**src/rtl/adc_pseq_pkg.sv**
```systemverilog
package adc_pseq_pkg;

  typedef enum logic [2:0] {
    MODE_EXT_CLK = 3'b000,
    MODE_EXT_ACQ = 3'b001,
    MODE_INT_CLK = 3'b010,
    MODE_RSVD_A  = 3'b011,
    MODE_RESET   = 3'b100,
    MODE_RSVD_B  = 3'b101,
    MODE_PART_PD = 3'b110,
    MODE_FULL_PD = 3'b111
  } mode_e;

  localparam int CFG_W = 4;
  // {range = bipolar full, diff = 0}
  localparam logic [CFG_W-1:0] CFG_DEFAULT = 4'b0110;

  typedef struct packed {
    logic ref_on;
    logic core_on;
    logic inbuf_on;
  } pwr_t;

  function automatic logic is_conv_mode(mode_e m);
    return (m == MODE_EXT_CLK) || (m == MODE_EXT_ACQ) || (m == MODE_INT_CLK);
  endfunction

  function automatic pwr_t pwr_for(mode_e m);
    pwr_t p;
    p.ref_on   = (m != MODE_FULL_PD);
    p.core_on  = is_conv_mode(m);
    p.inbuf_on = is_conv_mode(m);
    return p;
  endfunction

endpackage

```
**src/rtl/adc_pseq_mode_fsm.sv**
```systemverilog
module adc_pseq_mode_fsm
  import adc_pseq_pkg::*;
(
  input  logic       clk_i,
  input  logic       rst_ni,
  input  logic       cmd_fire_i,
  input  logic [2:0] cmd_mode_i,
  output mode_e      mode_o,
  output logic       clear_o
);

  mode_e mode_q, mode_d;
  mode_e cmd_code;

  assign cmd_code = mode_e'(cmd_mode_i);

  always_comb begin
    mode_d  = mode_q;
    clear_o = 1'b0;
    if (cmd_fire_i) begin
      case (cmd_code)
        MODE_RSVD_A, MODE_RSVD_B: mode_d = mode_q;
        MODE_RESET: begin
          mode_d  = MODE_EXT_CLK;
          clear_o = 1'b1;
        end
        default: mode_d = cmd_code;
      endcase
    end
  end

  always_ff @(posedge clk_i or negedge rst_ni) begin
    if (!rst_ni) mode_q <= MODE_EXT_CLK;
    else         mode_q <= mode_d;
  end

  assign mode_o = mode_q;

  p_mode_load_r2: assert property (@(posedge clk_i) disable iff (!rst_ni)
    cmd_fire_i && (cmd_mode_i inside {3'b000, 3'b001, 3'b010, 3'b110, 3'b111})
    |=> mode_o == mode_e'($past(cmd_mode_i)));

  p_mode_legal_r2: assert property (@(posedge clk_i) disable iff (!rst_ni)
    !(mode_o inside {MODE_RSVD_A, MODE_RESET, MODE_RSVD_B}));

  p_rsvd_ignored_r3: assert property (@(posedge clk_i) disable iff (!rst_ni)
    cmd_fire_i && (cmd_mode_i inside {3'b011, 3'b101}) |=> $stable(mode_o));

  p_pd_sticky_r5: assert property (@(posedge clk_i) disable iff (!rst_ni)
    (mode_o == MODE_FULL_PD) && !cmd_fire_i |=> mode_o == MODE_FULL_PD);

  p_reset_cmd_r6: assert property (@(posedge clk_i) disable iff (!rst_ni)
    cmd_fire_i && (cmd_mode_i == 3'b100) |=> mode_o == MODE_EXT_CLK);

endmodule

```
**src/rtl/adc_pseq_settle_timer.sv**
```systemverilog
module adc_pseq_settle_timer #(
  parameter int CYCLES = 1_000_000,
  parameter int CNT_W  = $clog2(CYCLES + 1)
) (
  input  logic clk_i,
  input  logic rst_ni,
  input  logic hold_i,
  output logic done_o
);

  localparam logic [CNT_W-1:0] LIMIT = CNT_W'(CYCLES);

  logic [CNT_W-1:0] cnt_q;

  always_ff @(posedge clk_i or negedge rst_ni) begin
    if (!rst_ni)              cnt_q <= '0;
    else if (hold_i)          cnt_q <= '0;
    else if (cnt_q != LIMIT)  cnt_q <= cnt_q + 1'b1;
  end

  assign done_o = (cnt_q == LIMIT);

  p_hold_clears_r9: assert property (@(posedge clk_i) disable iff (!rst_ni)
    hold_i |=> !done_o && (cnt_q == '0));

  p_done_sticky_r8: assert property (@(posedge clk_i) disable iff (!rst_ni)
    done_o && !hold_i |=> done_o);

  p_count_step_r8: assert property (@(posedge clk_i) disable iff (!rst_ni)
    !done_o && !hold_i |=> cnt_q == $past(cnt_q) + 1'b1);

endmodule

```
**src/rtl/adc_pseq_cfg_bank.sv**
```systemverilog
module adc_pseq_cfg_bank
  import adc_pseq_pkg::*;
#(
  parameter int NUM_CH = 8,
  parameter int CH_W   = $clog2(NUM_CH)
) (
  input  logic                    clk_i,
  input  logic                    rst_ni,
  input  logic                    clear_i,
  input  logic                    we_i,
  input  logic [CH_W-1:0]         sel_i,
  input  logic [CFG_W-1:0]        wdata_i,
  output logic [NUM_CH*CFG_W-1:0] cfg_o
);

  for (genvar i = 0; i < NUM_CH; i++) begin : g_slot
    logic [CFG_W-1:0] slot_q;
    logic             hit;

    assign hit = we_i && (sel_i == CH_W'(i));

    always_ff @(posedge clk_i or negedge rst_ni) begin
      if (!rst_ni)      slot_q <= CFG_DEFAULT;
      else if (clear_i) slot_q <= CFG_DEFAULT;
      else if (hit)     slot_q <= wdata_i;
    end

    assign cfg_o[i*CFG_W +: CFG_W] = slot_q;

    p_clear_r6: assert property (@(posedge clk_i) disable iff (!rst_ni)
      clear_i |=> cfg_o[i*CFG_W +: CFG_W] == CFG_DEFAULT);

    p_write_r7: assert property (@(posedge clk_i) disable iff (!rst_ni)
      we_i && !clear_i && (sel_i == CH_W'(i)) |=> cfg_o[i*CFG_W +: CFG_W] == $past(wdata_i));

    p_untouched_r7: assert property (@(posedge clk_i) disable iff (!rst_ni)
      !clear_i && !(we_i && (sel_i == CH_W'(i))) |=> $stable(cfg_o[i*CFG_W +: CFG_W]));
  end

endmodule

```
**src/rtl/adc_pseq_top.sv**
```systemverilog
module adc_pseq_top
  import adc_pseq_pkg::*;
#(
  parameter int NUM_CH        = 8,
  parameter int SETTLE_CYCLES = 1_000_000
) (
  input  logic                        clk_i,
  input  logic                        rst_ni,
  input  logic                        cs_ni,
  input  logic                        cmd_valid_i,
  input  logic [2:0]                  cmd_mode_i,
  input  logic                        cfg_we_i,
  input  logic [$clog2(NUM_CH)-1:0]   cfg_sel_i,
  input  logic [CFG_W-1:0]            cfg_wdata_i,
  input  logic                        int_ref_i,
  input  logic                        conv_req_i,
  output logic [2:0]                  mode_o,
  output logic                        pwr_ref_o,
  output logic                        pwr_core_o,
  output logic                        pwr_inbuf_o,
  output logic                        ready_o,
  output logic                        conv_start_o,
  output logic [NUM_CH*CFG_W-1:0]     cfg_o
);

  localparam int CH_W = $clog2(NUM_CH);

  logic  cmd_fire;
  logic  clear;
  logic  settle_done;
  mode_e mode;
  pwr_t  pwr;

  assign cmd_fire = cmd_valid_i && !cs_ni;

  adc_pseq_mode_fsm u_fsm (
    .clk_i      (clk_i),
    .rst_ni     (rst_ni),
    .cmd_fire_i (cmd_fire),
    .cmd_mode_i (cmd_mode_i),
    .mode_o     (mode),
    .clear_o    (clear)
  );

  // reference is off only in full power-down; hold the count there
  adc_pseq_settle_timer #(
    .CYCLES (SETTLE_CYCLES)
  ) u_settle (
    .clk_i  (clk_i),
    .rst_ni (rst_ni),
    .hold_i (mode == MODE_FULL_PD),
    .done_o (settle_done)
  );

  adc_pseq_cfg_bank #(
    .NUM_CH (NUM_CH),
    .CH_W   (CH_W)
  ) u_cfg (
    .clk_i   (clk_i),
    .rst_ni  (rst_ni),
    .clear_i (clear),
    .we_i    (cfg_we_i),
    .sel_i   (cfg_sel_i),
    .wdata_i (cfg_wdata_i),
    .cfg_o   (cfg_o)
  );

  assign pwr          = pwr_for(mode);
  assign mode_o       = mode;
  assign pwr_ref_o    = pwr.ref_on;
  assign pwr_core_o   = pwr.core_on;
  assign pwr_inbuf_o  = pwr.inbuf_on;
  assign ready_o      = !int_ref_i || settle_done;
  assign conv_start_o = conv_req_i && ready_o && is_conv_mode(mode);

  p_full_pd_off_r4: assert property (@(posedge clk_i) disable iff (!rst_ni)
    (mode_o == 3'b111) |-> !pwr_ref_o && !pwr_core_o && !pwr_inbuf_o);

  p_part_pd_ref_r4: assert property (@(posedge clk_i) disable iff (!rst_ni)
    (mode_o == 3'b110) |-> pwr_ref_o && !pwr_core_o && !pwr_inbuf_o);

  p_cs_no_wake_r5: assert property (@(posedge clk_i) disable iff (!rst_ni)
    (mode_o == 3'b111) && cs_ni |=> mode_o == 3'b111);

  p_ext_ref_ready_r10: assert property (@(posedge clk_i) disable iff (!rst_ni)
    !int_ref_i |-> ready_o);

  p_start_gated_r11: assert property (@(posedge clk_i) disable iff (!rst_ni)
    conv_start_o |-> conv_req_i && ready_o && pwr_core_o);

endmodule

```
**config.mk**
```make
export PLATFORM = sky130hd
export DESIGN_NAME = adc_pseq_top
export DESIGN_NICKNAME = d
export VERILOG_FILES = /design/src/rtl/adc_pseq_pkg.sv /design/src/rtl/adc_pseq_mode_fsm.sv /design/src/rtl/adc_pseq_settle_timer.sv /design/src/rtl/adc_pseq_cfg_bank.sv /design/src/rtl/adc_pseq_top.sv
export SDC_FILE = /design/constraint.sdc
export NUM_CORES = 1
export LEC_CHECK = 0
export BUFFER_PORTS_ARGS = -buffer_cell sky130_fd_sc_hd__buf_4
export CAP_MARGIN = 30
export CORE_ASPECT_RATIO = 1.2
export CORE_MARGIN = 8
export CORE_UTILIZATION = 45
export CTS_BUF_LIST = sky130_fd_sc_hd__clkbuf_2
export DETAILED_ROUTE_END_ITERATION = 10
export PLACE_DENSITY = 0.68
export SLEW_MARGIN = 40
export SYNTH_ARGS = -nofsm -noshare
export SYNTH_HDL_FRONTEND = slang
export SYNTH_SLANG_ARGS = --single-unit
```
**constraint.sdc**
```tcl
create_clock -name clk_i -period 3.3 [get_ports clk_i]
set_input_delay 0 -clock clk_i [delete_from_list [all_inputs] [get_ports clk_i]]
set_output_delay 0 -clock clk_i [all_outputs]
set_load 0.01 [all_outputs]
```
Word-level counts from Yosys, hierarchy flattened
Index checks and enable logic that the tools add are counted.
{"block": "totals", "ff_bits": 55, "input_bits": 17, "output_inout_bits": 40, "wordCells": 78}
{"block": "op_classes", "addsub": 1, "n_eq_ne": 16, "mux": 21, "bitwise": 1, "reduce_logical": 29}
{"op": "4-bit two-way mux", "count": 16}
{"op": "20-bit two-way mux", "count": 2}
{"op": "3-bit equality test, second input constant", "count": 7}
{"op": "20-bit by 1-bit adder with 20-bit output, second input constant", "count": 1}
{"op": "20-bit equality test, second input constant", "count": 1}
{"op": "20-bit != test, second input constant", "count": 1}
{"op": "2-bit nonzero test", "count": 9}
{"op": "3-bit by 2-bit equality test with 1-bit output, second input constant", "count": 4}
{"op": "1-bit logical AND", "count": 11}
{"op": "3-bit by 1-bit equality test with 1-bit output, second input constant", "count": 2}
{"op": "3-bit zero test", "count": 2}
{"op": "3-bit case mux with 2 select lines", "count": 1}
{"op": "1-bit logical OR", "count": 3}
{"op": "3-bit != test, second input constant", "count": 1}
{"op": "1-bit zero test", "count": 2}
{"op": "1-bit two-way mux", "count": 2}
{"op": "2-bit AND reduction", "count": 1}
{"op": "2-bit OR reduction", "count": 1}
{"op": "1-bit inverter", "count": 1}

Longest topological paths before layout
{"block": "logic_depth", "ltp_word": 4, "depth_mapped": 6, "depth_no_buf": 6}

Hierarchy
Synthesis repeated with hierarchy kept, for this count alone.
{"block": "hier_totals", "cells_unflattened": 260, "hier_area_um2": 2821.5}
{"mod": "adc_pseq_cfg_bank", "instances": 1, "cells_per_inst": 121, "area_per_inst_um2": 1467.7, "seq_area_each_um2": 820.8}
{"mod": "adc_pseq_settle_timer", "instances": 1, "cells_per_inst": 113, "area_per_inst_um2": 1143.6, "seq_area_each_um2": 500.5}
{"mod": "adc_pseq_mode_fsm", "instances": 1, "cells_per_inst": 19, "area_per_inst_um2": 158.9, "seq_area_each_um2": 75.1}
{"mod": "adc_pseq_top", "instances": 1, "cells_per_inst": 7, "area_per_inst_um2": 51.3, "seq_area_each_um2": 0.0}

Least setup slack after synthesis
No wires, ideal clock.
{"block": "synth_timing", "kind": "reg2reg", "start": "register u_settle.cnt_q[1]", "end": "register u_settle.cnt_q[18]", "setup_ns": 0.120, "t_arrival_ns": 1.371, "required_ns": 3.180, "slack_ns": 1.809, "stages_incl_launch_ff": 6, "n_path_buf": 0, "synth_period_minus_slack_ns": 1.491, "cell_sequence": "dfrtp_1 -> ha_1 -> nand3_1 -> nor4_4 -> a31oi_1 -> a41o_1"}
{"block": "synth_via", "elab_chain_len": 3, "word_cells_on_any_way": 5, "classes_between": "add/sub (1); eq/ne (1); mux (2); reduce/logical (1)"}
{"item": "from (decl)", "line_no": "adc_pseq_settle_timer.sv:13", "rtl": "logic [CNT_W-1:0] cnt_q;"}
{"item": "from (signal assigned)", "line_no": "adc_pseq_settle_timer.sv:18", "rtl": "else if (cnt_q != LIMIT) cnt_q <= cnt_q + 1'b1;"}
{"item": "20-bit by 1-bit adder with 20-bit output", "line_no": "adc_pseq_settle_timer.sv:18"}
{"item": "20-bit two-way mux", "line_no": "adc_pseq_settle_timer.sv:18"}
{"item": "20-bit two-way mux", "line_no": "adc_pseq_settle_timer.sv:17", "rtl": "else if (hold_i) cnt_q <= '0;"}
Parallel ways exist; a longest one is shown, timed or not. The select of a mux whose other input is x is not followed.
A chain may end at the register's enable or synchronous reset.

Worst setup path in the final report
{"block": "layout_timing", "start": "register u_settle.cnt_q[0]", "end": "output conv_start_o"}
{"block": "layout_via", "elab_chain_len": 4}
{"item": "20-bit equality test", "line_no": "adc_pseq_settle_timer.sv:21", "rtl": "assign done_o = (cnt_q == LIMIT);"}
{"item": "1-bit logical OR", "line_no": "adc_pseq_top.sv:73", "rtl": "assign ready_o = !int_ref_i || settle_done;"}
{"item": "1-bit logical AND (2 in series)", "line_no": "adc_pseq_top.sv:74", "rtl": "assign conv_start_o = conv_req_i && ready_o && is_conv_mode(mode);"}
{"item": "to (decl)", "line_no": "adc_pseq_top.sv:22", "rtl": "output logic conv_start_o,"}
No other way between the ends.

==> reports/summary.md <==
The run finished with clean final reports. The tools report the number of slew-limit violations in the final report as 0. Summing over every cut layer, the via total after detailed routing is 2085. Counting flops and latches in the post-synthesis netlist gives 55. The max-capacitance violation count came out at 0. The share of synthesized area spent on multiplexers was 0.121; the top-area cell type share of the netlist area was 0.356. The overall routed net length is 6060 µm.

The arithmetic-cell share of the synthesized area counting full adders, half adders and majority gates is 0.00914, and the data required time at the worst endpoint is 3.30 ns. The detail-routed via count per cell is 5.12. The run gives 2057 as the number of global-route vias before repair. By area the synthesized netlist is led by sky130_fd_sc_hd__dfrtp_1 (36%), sky130_fd_sc_hd__dfstp_2 (15%), sky130_fd_sc_hd__mux2i_1 (12%).

The library cell occupying the most area in the post-synthesis netlist was sky130_fd_sc_hd__dfrtp_1. Synthesis produced 257 cells. The average wire per standard cell was 14.9 µm. The share of synthesized registers carrying an async set or reset is 1.00.

The first global-routing pass estimated 9950 µm of wire. The number of antenna diodes came out at 0. By instance count, the leading cell after synthesis is sky130_fd_sc_hd__dfrtp_1. Xor/xnor share of the synthesized area: 0.0416. Setup repair after global routing left no endpoint under its margin. Clock-pin slew on the worst setup and hold paths: 0.25 ns.

The initial antenna violation count was 0; the remaining antenna violation count was 0. The number of H-tree branching levels is 2, and the worst endpoint data arrival time is 2.16 ns. Averaged over all synthesized cells, the footprint is 10.7 µm². Setup violations remaining at the end of the flow were counted as 0. The global placer's final weighted congestion came out at 0.789. In this run the horizontal extent of the chip is 87.2 µm.

The layout net count was 343. During I/O placement, the number of pins put on the boundary was 57. The part of the cycle the worst path needs was 0.654; the number of gates given a new drive strength after cts was 0. Number of detailed-route iterations in the first pass: 4. The floorplan step defined a die boundary enclosing 8850 µm². Synthesis produced a netlist with a net count of 276. Input and output buffers added on the ports amount to 56. The tools report the kind of launch point of the worst setup path as a flop. The number of enable-type register cells in the synthesized netlist was 0; the die outline height was 101 µm. The tools report the pin count of the biggest net entering global routing as 56. The worst max-slew margin expressed relative to the limit is 0.521, and the final worst hold slack is 0.0745 ns.

Root buffer selected by CTS: sky130_fd_sc_hd__clkbuf_2. The simple-gate share of the synthesized area was 0.238; the final period demand of the worst path was 2.16 ns. For the total grt overflow, the log shows 0. In this run the cell area of the synthesized design comes to 2740 µm².

Row generation in the floorplan step produced 31 rows. The final sum of negative setup slack is 0 ns, and the areal power density over the cells is 509 nW/µm². Timing would allow up to 464 MHz. The kind of capture point of the worst setup path was an output port.

The fraction of layout cells with a size suffix above 1 was 0.292; the final worst clock skew was 0.0265 ns. The area growth from synthesis to layout is 24.8%. The starting density of the core is 0.458, and the peak ir drop on the vdd network is 0.000300 V. The largest fanout on the critical path was 6; the proportion of synthesized chip area in sequential cells was 0.510.

The min-delay analysis places its worst path in the category in2reg. TritonCTS built the clock tree. The tools report the count of synthesis-stage warnings from yosys as 0.

The HPWL after detailed placement is 4350 µm. The clock net in this run drives a total of 55 sinks. TritonCTS created 5 clock buffers. After floorplanning, the core was sized to cover 5970 µm².

For the number of buffers between clock root and the deepest sink, the log shows 2. The post-synthesis compound-gate area fraction is 0.0503. The critical path is of the reg2out type.

After detailed routing, the number of remaining DRC violations is 0. The global routing usage summed across all routing layers is 0.141. For this run, the leading register cell type out of synthesis is sky130_fd_sc_hd__dfrtp_1. The count of endpoints failing hold in the final timing report is 0. The commonest cells after synthesis are sky130_fd_sc_hd__dfrtp_1 (39), sky130_fd_sc_hd__mux2i_1 (33), sky130_fd_sc_hd__nor2_1 (31). The distinct cell type count after synthesis is 46. The tools report the hold path startpoint as cmd_valid_i.

In this run the critical register-to-register path is launched from u_settle.cnt_q[0]$_DFFE_PN0P_. The static leakage power came out at 0.00168 µW. Tracing the worst setup path back leads to its startpoint at u_settle.cnt_q[0]$_DFFE_PN0P_. For this block, the initial DRC count from the detailed router was 55. The combinational family with the most area after synthesis is simple AND/OR/NAND/NOR gates. The clock reaches the later pin of the worst-skew pair after 0.44 ns. For the pin with the worst max-slew slack, the measured transition is 0.717 ns.
## state kept, by name (all words and copies together) (netlist names)
| signal | flops |
|---|---|
| u_fsm.mode_o | 3 |
| u_cfg.g_slot.slot_q | 32 |
| u_settle.cnt_q | 20 |
## cell families (layout without fill, tap and decap cells)
| group | count (synthesis) | in the layout |
|---|---|---|
| adder cells (fa/ha/maj) | 2 | 2 |
| flip-flops | 55 | 55 |
| AO/OA/AOI/OAI | 23 | 23 |
| multiplexers | 33 | 33 |
| buffers and inverters | 18 | 86 |
| XOR/XNOR | 13 | 13 |
| AND/OR/NAND/NOR | 113 | 113 |
## critical path, cell delays in order (launching register included)
cell,delay [ns]
sky130_fd_sc_hd__dfrtp_1,0.49
sky130_fd_sc_hd__inv_1,0.10
sky130_fd_sc_hd__ha_1,0.16
sky130_fd_sc_hd__nor4bb_1,0.31
sky130_fd_sc_hd__and3_1,0.29
sky130_fd_sc_hd__nand2_1,0.11
sky130_fd_sc_hd__a21oi_1,0.15
sky130_fd_sc_hd__buf_4,0.13
## per-stage QoR
stage / setup WS (ns) / total power [µW] / instance area [µm²] / cells / utilization
after floorplan: 1.81 / 1230 / 2740 / 257 / -
after global placement: 1.67 / 1460 / 3200 / 383 / 0.536
after detailed placement: 1.63 / 1480 / 3210 / 383 / 0.537
after CTS: 1.14 / 1760 / 3420 / 407 / 0.572
after global routing: 0.946 / 1850 / 3420 / 407 / 0.572
final: 1.14 / 1740 / 3420 / 407 / 0.572
## final timing paths
kind / end / slack (ns) / cells past startpoint
hold / removal: u_fsm.mode_o[0]$_DFFE_PN0P_ / 0.07 / 3
setup reg to reg: u_settle.cnt_q[12]$_DFFE_PN0P_ / 1.59 / 6
min in group asynchronous: u_cfg.g_slot[3].slot_q[3]$_DFFE_PN0P_ / 0.10 / 2
max in group asynchronous: u_settle.cnt_q[8]$_DFFE_PN0P_ / 2.75 / 2
setup / recovery: conv_start_o / 1.14 / 7
hold reg to reg: u_cfg.g_slot[4].slot_q[0]$_DFFE_PN0P_ / 0.56 / 2
## per-layer routing
layer,vias up,GRT usage,part of all wire
li1,1024,-,-
met1,1011,0.161,0.43
met2,42,0.254,0.50
met3,8,0.0333,0.050
met4,0,0.0438,0.013
met5,-,0,0
## report_power, final
group	switching, µW	leakage (µW)	total, µW	internal, µW
clock network	208	0.0000266	259	51.1
registers	123	0.000676	960	837
logic	251	0.000975	520	269
total	582	0.00168	1740	1160
## cells in the final DEF (no fill, tap or decap), types with 2 or more instances in the layout
master                           n
sky130_fd_sc_hd__a21oi_1        11
sky130_fd_sc_hd__a31o_1          2
sky130_fd_sc_hd__and3_1          4
sky130_fd_sc_hd__and4_1          2
sky130_fd_sc_hd__buf_4          57
sky130_fd_sc_hd__clkbuf_2        5
sky130_fd_sc_hd__dfrtp_1        39
sky130_fd_sc_hd__dfstp_2        16
sky130_fd_sc_hd__dlygate4sd3_1  16
sky130_fd_sc_hd__ha_1            2
sky130_fd_sc_hd__inv_1           4
sky130_fd_sc_hd__mux2i_1        33
sky130_fd_sc_hd__nand2_1        30
sky130_fd_sc_hd__nand2b_1        3
sky130_fd_sc_hd__nand3_1        10
sky130_fd_sc_hd__nand4_1         7
sky130_fd_sc_hd__nand4b_1        3
sky130_fd_sc_hd__nor2_1         31
sky130_fd_sc_hd__nor2b_1         2
sky130_fd_sc_hd__nor3_1          2
sky130_fd_sc_hd__nor3_2          2
sky130_fd_sc_hd__nor3b_2         2
sky130_fd_sc_hd__nor4_4          2
sky130_fd_sc_hd__o21ai_0         5
sky130_fd_sc_hd__xnor2_1         5
sky130_fd_sc_hd__xor2_1          8
## timing repair
action                                 CTS  global route
setup buffers                            0             0
endpoints found under the hold margin   90             0
hold buffers                            16             0
## final cells by class
cell class	count	area, µm²
Fill cell	540	2560
Sequential cell	55	1400
Multi-Input combinational cell	184	1260
Timing Repair Buffer	73	588
Tap cell	82	103
Clock buffer	5	25.0
Clock inverter	3	20.0
Inverter	5	18.8
Note: power is estimated with default switching activity, not from simulation.
